## src/rtl/gray_pkg.sv

```systemverilog
package gray_pkg;
  // Width of one colour channel.
  localparam int CH_W = 8;
  // Width of one shift-amount field in the shift-set parameters.
  localparam int SH_W = 4;
  typedef logic [CH_W-1:0] chan_t;
endpackage

```

## src/rtl/gray_rst_sync.sv

```systemverilog
module gray_rst_sync (
  input  logic clk,
  input  logic rst_n,
  output logic rst_sync_n
);
  logic [1:0] sync_q;
  logic [1:0] sync_nxt;

  always_comb begin
    sync_nxt = {sync_q[0], 1'b1};
  end

  always_ff @(posedge clk or negedge rst_n) begin
    if (!rst_n) sync_q <= '0;
    else        sync_q <= sync_nxt;
  end

  assign rst_sync_n = sync_q[1];
endmodule

```

## src/rtl/gray_stage_reg.sv

```systemverilog
module gray_stage_reg #(
  parameter int W = 8
) (
  input  logic         clk,
  input  logic         rst_n,
  input  logic         en,
  input  logic [W-1:0] d,
  output logic [W-1:0] q
);
  logic [W-1:0] q_nxt;

  always_comb begin
    q_nxt = en ? d : q;
  end

  always_ff @(posedge clk or negedge rst_n) begin
    if (!rst_n) q <= '0;
    else        q <= q_nxt;
  end
endmodule

```

## src/rtl/gray_chan_weight.sv

```systemverilog
module gray_chan_weight #(
  parameter int CH_W    = 8,
  parameter int FRAC_W  = 11,
  parameter int ACC_W   = 20,
  parameter int SH_W    = 4,
  parameter int N_TERMS = 3,
  parameter logic [N_TERMS*SH_W-1:0] SHIFTS = 12'h652
) (
  input  logic [CH_W-1:0]  chan,
  output logic [ACC_W-1:0] weighted
);
  localparam int EXT_W = CH_W + FRAC_W;

  // The channel as fixed point, with FRAC_W fractional bits below it.
  logic [EXT_W-1:0] ext;
  assign ext = {chan, {FRAC_W{1'b0}}};

  // Running sums of the shifted copies, one slot per term.
  logic [ACC_W-1:0] part [N_TERMS+1];
  assign part[0] = '0;

  for (genvar i = 0; i < N_TERMS; i++) begin : g_term
    localparam int K = int'(SHIFTS[i*SH_W +: SH_W]);
    logic [ACC_W-1:0] term;
    assign term        = ACC_W'(ext >> K);
    assign part[i + 1] = part[i] + term;
  end

  assign weighted = part[N_TERMS];
endmodule

```

## src/rtl/rgb_gray_pipe.sv

```systemverilog
module rgb_gray_pipe #(
  parameter int FRAC_W = 11,
  parameter int N_R    = 3,
  parameter logic [N_R*4-1:0] R_SHIFTS = 12'h652,
  parameter int N_G    = 5,
  parameter logic [N_G*4-1:0] G_SHIFTS = 20'hA7641,
  parameter int N_B    = 5,
  parameter logic [N_B*4-1:0] B_SHIFTS = 20'hB8654
) (
  input  logic       clk,
  input  logic       rst_n,
  input  logic       in_valid,
  input  logic [7:0] in_r,
  input  logic [7:0] in_g,
  input  logic [7:0] in_b,
  output logic       out_valid,
  output logic [7:0] out_gray
);
  import gray_pkg::*;

  localparam int ACC_W = CH_W + FRAC_W + 1;
  localparam int INT_W = ACC_W - FRAC_W;
  localparam int LAT   = 3;

  logic rst_i_n;

  gray_rst_sync u_rst (.clk(clk), .rst_n(rst_n), .rst_sync_n(rst_i_n));

  // Valid line: one bit per pipeline stage.
  logic [LAT-1:0] vld_q;
  logic [LAT-1:0] vld_nxt;

  always_comb begin
    vld_nxt = {vld_q[LAT-2:0], in_valid};
  end

  always_ff @(posedge clk or negedge rst_i_n) begin
    if (!rst_i_n) vld_q <= '0;
    else          vld_q <= vld_nxt;
  end

  // Stage 1: one weighted value per channel.
  logic [ACC_W-1:0] w_r, w_g, w_b;
  logic [ACC_W-1:0] s1_r, s1_g, s1_b;

  gray_chan_weight #(.CH_W(CH_W), .FRAC_W(FRAC_W), .ACC_W(ACC_W), .SH_W(SH_W),
                     .N_TERMS(N_R), .SHIFTS(R_SHIFTS))
    u_wr (.chan(in_r), .weighted(w_r));
  gray_chan_weight #(.CH_W(CH_W), .FRAC_W(FRAC_W), .ACC_W(ACC_W), .SH_W(SH_W),
                     .N_TERMS(N_G), .SHIFTS(G_SHIFTS))
    u_wg (.chan(in_g), .weighted(w_g));
  gray_chan_weight #(.CH_W(CH_W), .FRAC_W(FRAC_W), .ACC_W(ACC_W), .SH_W(SH_W),
                     .N_TERMS(N_B), .SHIFTS(B_SHIFTS))
    u_wb (.chan(in_b), .weighted(w_b));

  gray_stage_reg #(.W(ACC_W)) u_s1r (.clk(clk), .rst_n(rst_i_n), .en(in_valid), .d(w_r), .q(s1_r));
  gray_stage_reg #(.W(ACC_W)) u_s1g (.clk(clk), .rst_n(rst_i_n), .en(in_valid), .d(w_g), .q(s1_g));
  gray_stage_reg #(.W(ACC_W)) u_s1b (.clk(clk), .rst_n(rst_i_n), .en(in_valid), .d(w_b), .q(s1_b));

  // Stage 2: red plus green; blue waits one stage.
  logic [ACC_W-1:0] rg_sum, s2_rg, s2_b;
  assign rg_sum = s1_r + s1_g;

  gray_stage_reg #(.W(ACC_W)) u_s2rg (.clk(clk), .rst_n(rst_i_n), .en(vld_q[0]), .d(rg_sum), .q(s2_rg));
  gray_stage_reg #(.W(ACC_W)) u_s2b  (.clk(clk), .rst_n(rst_i_n), .en(vld_q[0]), .d(s1_b),   .q(s2_b));

  // Stage 3: final add, drop the fraction, clamp to full scale.
  logic [ACC_W-1:0] total;
  logic [INT_W-1:0] whole;
  chan_t            clamped;

  assign total = s2_rg + s2_b;
  assign whole = total[ACC_W-1:FRAC_W];

  always_comb begin
    if (whole > INT_W'({CH_W{1'b1}})) clamped = '1;
    else                              clamped = whole[CH_W-1:0];
  end

  gray_stage_reg #(.W(CH_W)) u_s3 (.clk(clk), .rst_n(rst_i_n), .en(vld_q[1]), .d(clamped), .q(out_gray));

  assign out_valid = vld_q[LAT-1];
endmodule

```

## config.mk

```make
export PLATFORM = sky130hd
export DESIGN_NAME = rgb_gray_pipe
export DESIGN_NICKNAME = d
export VERILOG_FILES = /design/src/rtl/gray_pkg.sv /design/src/rtl/gray_rst_sync.sv /design/src/rtl/gray_stage_reg.sv /design/src/rtl/gray_chan_weight.sv /design/src/rtl/rgb_gray_pipe.sv
export SDC_FILE = /design/constraint.sdc
export NUM_CORES = 1
export LEC_CHECK = 0
export BUFFER_PORTS_ARGS = -buffer_cell sky130_fd_sc_hd__buf_2
export CORE_MARGIN = 3
export CORE_UTILIZATION = 35
export CTS_BUF_LIST = sky130_fd_sc_hd__clkbuf_4
export CTS_CLUSTER_SIZE = 28
export DETAILED_ROUTE_END_ITERATION = 10
export PLACE_DENSITY = 0.51
export SYNTH_ARGS = -nofsm -noshare
export SYNTH_HDL_FRONTEND = slang
export SYNTH_SLANG_ARGS = --single-unit
```

## constraint.sdc

```tcl
create_clock -name clk -period 7.9 [get_ports clk]
set_clock_uncertainty 0.15 [all_clocks]
set_input_delay 0.395 -clock clk [delete_from_list [all_inputs] [get_ports clk]]
set_output_delay 0.395 -clock clk [all_outputs]
set_load 0.01 [all_outputs]
```

# --- Yosys cells after proc, flatten, opt, wreduce, memory -nomap -nowiden ---
# Index checks and enable logic that the tools add are counted.
totals:
  regBits: 113
  inputBits: 27
  out_inout_bits: 9
  elab_cells: 22
op_classes:
  addsub: 12
  order_cmp: 1
  muxes: 1
op_table:
  columns: ["operator", "count"]
  rows:
  - ["$add A20 B20 Y20", 2]
  - ["$add A19 B13 Y20", 1]
  - ["$add A20 B11 Y20", 1]
  - ["$add A20 B12 Y20", 1]
  - ["$add A20 B8 Y20", 1]
  - ["$add A20 B9 Y20", 1]
  - ["$add A18 B13 Y19", 1]
  - ["$add A18 B15 Y19", 1]
  - ["$add A17 B14 Y18", 1]
  - ["$add A16 B13 Y17", 1]
  - ["$add A15 B14 Y16", 1]
  - ["$gt A9 B8 Y1 const B", 1]
  - ["$mux W8", 1]

# --- Logic depth before layout (Yosys ltp) ---
# Gate-level depths: netlist (run 1).
logic_depth:
  depth_word: 4
  depth_mapped: 15

# --- By module ---
# A second synthesis (run 1) with hierarchy kept.
hier_totals:
  hier_cells: 814
  hier_area_um2: 9236.4
by_module_without_submodules:
  columns: ["mod", "instances", "cells_per_inst", "area_per_inst_um2", "seq_area_each_um2"]
  rows:
  - ["gray_stage_reg at u_s1b ...", 5, 42, 823.3, 500.5]
  - ["rgb_gray_pipe", 1, 238, 1775.5, 75.1]
  - ["gray_chan_weight at u_wg", 1, 135, 1161.1, 0.0]
  - ["gray_chan_weight at u_wb", 1, 131, 1134.8, 0.0]
  - ["gray_chan_weight at u_wr", 1, 80, 663.1, 0.0]
  - ["gray_stage_reg at u_s3", 1, 17, 331.6, 200.2]
  - ["gray_rst_sync", 1, 3, 53.8, 50.0]

# --- Worst setup path before layout (run 1) ---
# OpenSTA, ideal clock, no wires.
synth_timing:
  kind: "input port to flip-flop"
  from: "input in_b[0]"
  to: "register u_s1b.q[13]"
  arrival_ns: 3.231
  t_required_ns: 7.625
  path_slack_ns: 4.394
  path_stages: 13
  path_cell_list: "fa_1 -> ha_1 -> inv_1 -> fa_1 -> nor2b_1 -> o21a_1 -> o21a_1 -> nor2_1 -> ha_1 -> or4_1 -> o211ai_1 -> xnor2_1 -> mux2_2"
synth_via:
  elab_chain_len: 4
synth_rtl:
  columns: ["item", "line_no", "rtl"]
  rows:
  - ["start: declaration", "rgb_gray_pipe.sv:15", "input logic [7:0] in_b,"]
  - ["$add A15 B14 Y16", "gray_chan_weight.sv:26", "assign part[i + 1] = part[i] + term;"]
  - ["$add A16 B13 Y17", "gray_chan_weight.sv:26", null]
  - ["$add A20 B11 Y20", "gray_chan_weight.sv:26", null]
  - ["$add A20 B8 Y20 *", "gray_chan_weight.sv:26", null]
  - ["end signal: assignment", "gray_stage_reg.sv:18", "else q <= q_nxt;"]
  - ["end: declaration", "gray_stage_reg.sv:8", "output logic [W-1:0] q"]
# Mark *: on every way between the ends. The rest lies on a longest branch, timed or not.
# A chain may end at the register's enable or synchronous reset.

# --- Worst setup path after layout (run 1) ---
layout_timing:
  from: "input in_b[0]"
  to: "register u_s1b.q[14]"
# The elaborated chain is that of the path after synthesis.

==> results of run 1 <==
==> worst max-delay path: cells and delay by family <==
family,cells,cell delay [ns]
adders and majority gates,4,1.34
and+or+nand+nor,4,0.88
AOI/OAI and AO/OA,5,0.63
buffers and inverters,2,0.20
xor gates and xnor gates,1,0.13
==> cell families after synthesis <==
logic type               synth area share, %
flip-flops                             34.58
buffers and inverters                  3.276
XOR/XNOR                               5.351
AO/OA/AOI/OAI                          14.18
other                                0.05455
multiplexers                           10.41
adder cells (fa/ha/maj)                24.32
AND/OR/NAND/NOR                        7.827
==> worst paths after layout <==
path | to | slack (ns) | cells past startpoint
worst max register to register | u_s2rg.q[17] | 5.11 | 10
min in group clk | u_s1r.q[5] | 0.10 | 2
worst max-delay path | u_s1b.q[14] | 4.50 | 16
worst min register to register | u_s3.q[4] | 0.09 | 0
max in group asynchronous | u_s1r.q[8] | 6.33 | 1
worst min-delay path | u_s3.q[4] | 0.09 | 0
==> state kept, by name, indices dropped and copies added, names as in the netlist <==
| register | flops |
|---|---|
| u_s2rg.q | 19 |
| u_s1g.q | 18 |
| u_s1b.q | 16 |
| u_s2b.q | 16 |
| u_s1r.q | 13 |
| u_s3.q | 8 |
| vld_q | 3 |
| u_rst.sync_q | 2 |
==> layout by cell type (no fill, tap or decap), types with 15 or more instances in the layout <==
cell type  count
xnor2_1       31
a21oi_1       41
inv_1         46
fa_1          31
nand2_1       18
dfrtp_1       94
o21ai_0       21
nor2_1        34
mux2_2        60
buf_2         35
a21o_1        15
ha_1          84
==> report_power, final <==
group | leakage [nW] | internal (mW) | switching (mW) | total, mW
clock | 0.0673 | 0.0960 | 0.156 | 0.252
sequential | 1.11 | 0.656 | 0.107 | 0.763
combinational | 2.25 | 0.597 | 0.620 | 1.22
==> layer usage <==
layer	GRT usage, %	up-vias
met5	0	-
met4	2.681	0
met3	3.166	10
met2	21.28	46
met1	18.16	2251
li1	-	2341
==> repair_timing <==
item                                   in CTS  in global routing
setup endpoints to repair                   0                  0
endpoints found under the hold margin       2                  0
hold buffers                                1                  0
==> metrics by stage <==
stage	instance area (um2)	worst slack [ns]	total power, mW
6_report	7483	4.502	2.232
5_1_grt	7483	4.316	2.480
4_1_cts	7483	4.547	2.268
3_5_place_dp	7348	4.030	2.000
3_3_place_gp	7348	4.106	1.974
2_1_floorplan	6874	4.394	1.717
==> layout make-up <==
class | count | area [um2]
fillers | 1896 | 11530
multi-input cells | 474 | 4272
flip-flops and latches | 95 | 2381
well taps | 260 | 325.3
repair buffers | 39 | 207.7
inverters | 46 | 172.7
clock buffers | 10 | 75.07
clock inverters | 5 | 50.05
==> impl_metrics.py, run 1 <==
metrics = {
    "floorplanning": {
        "fp-row-count": 50,
        "die_w_um": 146.1,
        "die_h_um": 146.1,
        "initial_utilization_pct": 36.14,
        "io_pins": 36,
        "coreArea_mm2": 0.01902,
        "dieArea_mm2": 0.02136,
    },
    "detailed_routing": {
        "vias": 4648,
        "wl_met2_um": 6150,
        "detail_route.iter0.violations": 95,
        "dr.pass1.iters": 4,
        "drc": 0,
        "ant_nets": 0,
        "dr.max_layer_used": "met4",
        "viasPerCell": 5.003,
        "wl_met1_um": 6628,
        "routedWlPerCell_um": 14.24,
        "wirelength_um": 13230,
        "wl_met3_um": 328,
    },
    "sta": {
        "fin_tns_setup_ns": 0,
        "min_period_ns": 3.398,
        "rsz0062_at_grt": "false",
        "final-hold-violation-count": 0,
        "max_freq_ghz": 0.2943,
        "timing.final.crit_share_pct": 43.01,
        "relSlewSlack_pct": 42.44,
        "drv_slew": 0,
        "setup_viol": 0,
        "tightest_slew_ns": 0.8635,
        "fin_hold_ws_ns": 0.08579,
    },
    "logic_synthesis": {
        "synth_area_leaders": "dfrtp_1 (35%), ha_1 (15%), mux2_2 (9.8%), fa_1 (9.0%), xnor2_1 (3.9%)",
        "async_flop_share_pct": 100.0,
        "yosysSeqAreaShare_pct": 34.58,
        "synthesis.instances": 629,
        "synth_seq_cells": 95,
        "syn_area_per_cell_um2": 10.93,
        "yosysMostFrequentCell": "dfrtp_1",
        "synth_common_cells": "dfrtp_1 (95), ha_1 (84), mux2_2 (60)",
        "synth_top_cell_by_area": "dfrtp_1",
        "ys.warnings.count": 0,
        "synth_ff_type": "dfrtp_1",
        "syn-num-nets": 771,
        "synth_area_mm2": 0.006874,
        "ys_types": 55,
        "synth_edf_count": 0,
        "synth_top_area_share_pct": 34.58,
    },
    "setup_path": {
        "cp-start-kind": "input port",
        "startpoint": "in_b[0]",
        "cp_cell_sequence": "buf_2 -> fa_1 -> ha_1 -> inv_1 -> fa_1 -> nor2b_1 -> o21a_1 -> o21a_1 -> nor2_1 -> ha_1 -> or4_1 -> a21oi_1 -> a21oi_1 -> nand3_1 -> xnor2_1 -> a21oi_1",
        "cpPeakStageDelay_ns": 0.55,
        "path_class": "input port to register",
        "crit_top_cell": "a21oi_1",
        "worst-endpoint-required_ns": 8.06,
        "cp_slowest_cell": "fa_1",
        "reg2reg_from": "u_s1r.q[5]",
        "end_kind": "register",
        "path_max_fanout": 4,
        "worstPathArrival_ns": 3.56,
    },
    "place": {
        "io_buffers": 35,
        "routabilityCongestion": 0.8365,
        "hpwl_um": 10520,
        "placedCellCount": 913,
    },
    "global_routing": {
        "first_global_vias": 4935,
        "grtUsageTotal_pct": 13.17,
        "grt_pass1_wl_um": 23440,
        "grt_max_degree": 69,
        "overflow": 0,
        "antenna_found_initial": 0,
    },
    "outcome": {
        "outcome": "complete, no violations",
    },
    "clock_network": {
        "cts_resized": 0,
        "tritoncts": "yes",
        "cts-root-buf": "clkbuf_4",
        "insertion_delay_ns": 0.45,
        "cts.sink_count": 95,
        "cts_buffer_depth": 2,
        "htree_levels": 3,
        "postCtsSetupRepairBufs": 0,
        "clk_pin_slew_worst_paths_ns": 0.14,
        "cts_buffers": 9,
    },
    "final_layout": {
        "fin_cells": 929,
        "syn2layout_area_growth_pct": 8.864,
        "diodes": 0,
        "utilization_pct": 39.35,
        "nNetsFinal": 807,
        "drive_gt1_share_pct": 18.83,
    },
    "run": {
        "drv_cap": 0,
    },
    "power_and_ir_drop": {
        "ir_drop_mv": 0.09840,
        "leakagePower_nw": 3.428,
        "power.density_mw_per_mm2": 298.3,
    },
    "worst_hold_path": {
        "min_path_type": "register to async pin",
    },
}
No activity file was read; power rests on OpenSTA's default activity.
==> run 2, diff against run 1 <==
PLACE_DENSITY = 0.52   (was 0.51)
clock period = 3 ns   (was 7.9 ns; I/O delays follow)
==> impl_metrics.py, run 2 (synthesized netlist as in run 1, its figures left out) <==
metrics = {
    "place": {
        "routabilityCongestion": 0.8246,
        "pre_cts_ws_ns": -0.4290,
        "placedCellCount": 967,
        "hpwl_um": 10830,
        "io_buffers": 35,
    },
    "final_layout": {
        "final_common_cell": "dfrtp_1",
        "drive_gt1_share_pct": 28.32,
        "multiInputGateArea_mm2": 0.004374,
        "num-fill-cells": 1913,
        "diodes": 0,
        "fin_cells": 998,
        "regMostFlops": "u_s2rg.q",
        "nNetsFinal": 875,
        "layout_common_cells": "dfrtp_1 (94), ha_1 (77), mux2_2 (60)",
        "reg_top3": "u_s2rg.q x19, u_s1g.q x18",
        "syn2layout_area_growth_pct": 18.66,
        "largest_register_ffs": 19,
        "seq_area_mm2": 0.002381,
    },
    "outcome": {
        "outcome": "complete, no violations",
    },
    "floorplanning": {
        "io_pins": 36,
        "initial_utilization_pct": 36.14,
        "dieArea_mm2": 0.02136,
        "coreArea_mm2": 0.01902,
        "fp-row-count": 50,
        "die_w_um": 146.1,
        "die_h_um": 146.1,
    },
    "setup_path": {
        "r2r_slack_ns": 0.31,
        "path_class": "input port to register",
        "cp_slowest_cell": "fa_2",
        "cp_top_family": "adder cells",
        "cpPeakStageDelay_ns": 0.61,
        "end_kind": "register",
        "cp_cell_sequence": "buf_2 -> fa_2 -> ha_4 -> a21o_1 -> a211oi_2 -> nor2_1 -> ha_1 -> ha_2 -> or4_4 -> o211ai_1 -> xnor2_1 -> mux2_2",
        "path_max_fanout": 3,
        "worst-endpoint-required_ns": 3.23,
        "reg2reg_from": "u_s2rg.q[5]",
        "crit_buf_inv": 1,
        "worstPathArrival_ns": 3.14,
        "cp-start-kind": "input port",
        "startpoint": "in_b[1]",
    },
    "clock_network": {
        "insertion_delay_ns": 0.49,
        "cts.sink_count": 95,
        "tritoncts": "yes",
        "htree_levels": 3,
        "cts_buffers": 9,
        "clk_pin_slew_worst_paths_ns": 0.15,
        "cts-root-buf": "clkbuf_4",
        "cts_buffer_depth": 2,
    },
    "power_and_ir_drop": {
        "p_int_mw": 3.716,
        "p_switching_mw": 2.495,
        "leakagePower_nw": 3.759,
        "seqPwrFrac_pct": 32.5,
        "p_comb_share_pct": 56.7,
        "power.density_mw_per_mm2": 761.4,
        "power.total_mw": 6.211,
        "ir_drop_mv": 0.2768,
        "clockPowerShare_pct": 10.9,
        "switching_share_pct": 40.17,
    },
    "detailed_routing": {
        "drc": 0,
        "ant_nets": 0,
        "dr.pass1.iters": 4,
        "detail_route.iter0.violations": 183,
        "vias": 4942,
        "wirelength_um": 13950,
        "viasPerCell": 4.952,
        "routedWlPerCell_um": 13.98,
    },
    "global_routing": {
        "grt_pass1_wl_um": 24000,
        "overflow": 0,
        "grtUsageTotal_pct": 13.52,
        "grt_max_degree": 62,
        "antenna_found_initial": 0,
        "first_global_vias": 5107,
    },
    "sta": {
        "drv_slew": 0,
        "min_period_ns": 2.913,
        "setup_viol": 0,
        "timing.final.crit_share_pct": 97.09,
        "setup_ws_ns": 0.08716,
        "tightest_slew_ns": 0.7726,
        "final-hold-violation-count": 0,
        "rsz0062_at_grt": "true",
        "max_freq_ghz": 0.3433,
        "fin_hold_ws_ns": 0.05264,
        "relSlewSlack_pct": 48.50,
    },
    "worst_hold_path": {
        "min_from": "in_r[2]",
        "min_path_type": "input port to register",
    },
    "run": {
        "drv_cap": 0,
    },
}
==> run 2: cell types whose count changed in the layout (fill, tap and decap cells not counted), moves of 3 or more <==
cell and delta:
inv_6 +5, ha_4 +3, buf_4 +55, ha_1 -7, a21oi_2 +3, ha_2 +4, dlygate4sd3_1 +12, inv_2 +3
fa_2 +3, inv_1 -4, fa_1 -3, a21oi_1 -3
==> run 2: worst paths after layout <==
path                                   end  cells past startpoint
setup reg to reg                 u_s3.q[3]                      8
setup / recovery               u_s1b.q[13]                     12
hold / removal                  u_s1r.q[7]                      4
max in group asynchronous       u_s1g.q[9]                      1
min in group asynchronous        u_s3.q[3]                      0
hold reg to reg            u_rst.sync_q[1]                      0
==> run 2: worst register-to-register path: cells and delay by family, from the launching register on <==
family,cells,cell delay [ns]
AND/OR/NAND/NOR,1,0.28
flip-flops,1,0.42
adder cells (fa/ha/maj),1,0.30
XOR/XNOR,1,0.36
AO/OA/AOI/OAI,5,1.11
==> run 2: final cells by class <==
cell class | count | area share, %
clock buffers | 9 | 0.8283
clock inverters | 7 | 0.7516
inverters | 46 | 2.209
multi-input cells | 474 | 53.63
flip-flops and latches | 95 | 29.19
well taps | 260 | 3.988
repair buffers | 107 | 9.403
==> run 2: per-stage QoR <==
stage               area (um2)  setup TNS, ns  utilization [%]
floorplan                 6928        -0.4371                -
global placement          7820         -4.335            41.12
detailed placement        7820         -4.869            41.12
CTS                       8079              0            42.48
global route              8157       -0.01151            42.89
finish                    8157              0            42.89
==> run 2: power groups by stage <==
stage	combinational (mW)	sequential [mW]	clock (mW)
final	3.52	2.02	0.674
after global routing	4.00	2.09	0.760
after CTS	3.50	2.03	0.723
after detailed placement	3.46	2.06	0
after global placement	3.39	2.05	0
after floorplan	2.58	1.98	0
==> run 2: timing repair <==
| action | CTS | global route |
|---|---|---|
| endpoints found under the hold margin | 15 | 0 |
| gates resized for setup | 0 | 16 |
| hold buffers | 13 | 0 |
| setup buffers | 0 | 2 |
| setup endpoints to repair | 0 | 9 |
==> run 2: layer usage <==
| layer | share of wire (%) | global-route usage (%) | vias up |
|---|---|---|---|
| met5 | 0 | 0 | - |
| met1 | 49 | 18.54 | 2398 |
| li1 | - | - | 2474 |
| met3 | 2.4 | 2.545 | 16 |
| met4 | 1.7 | 3.998 | 0 |
| met2 | 46 | 21.86 | 54 |
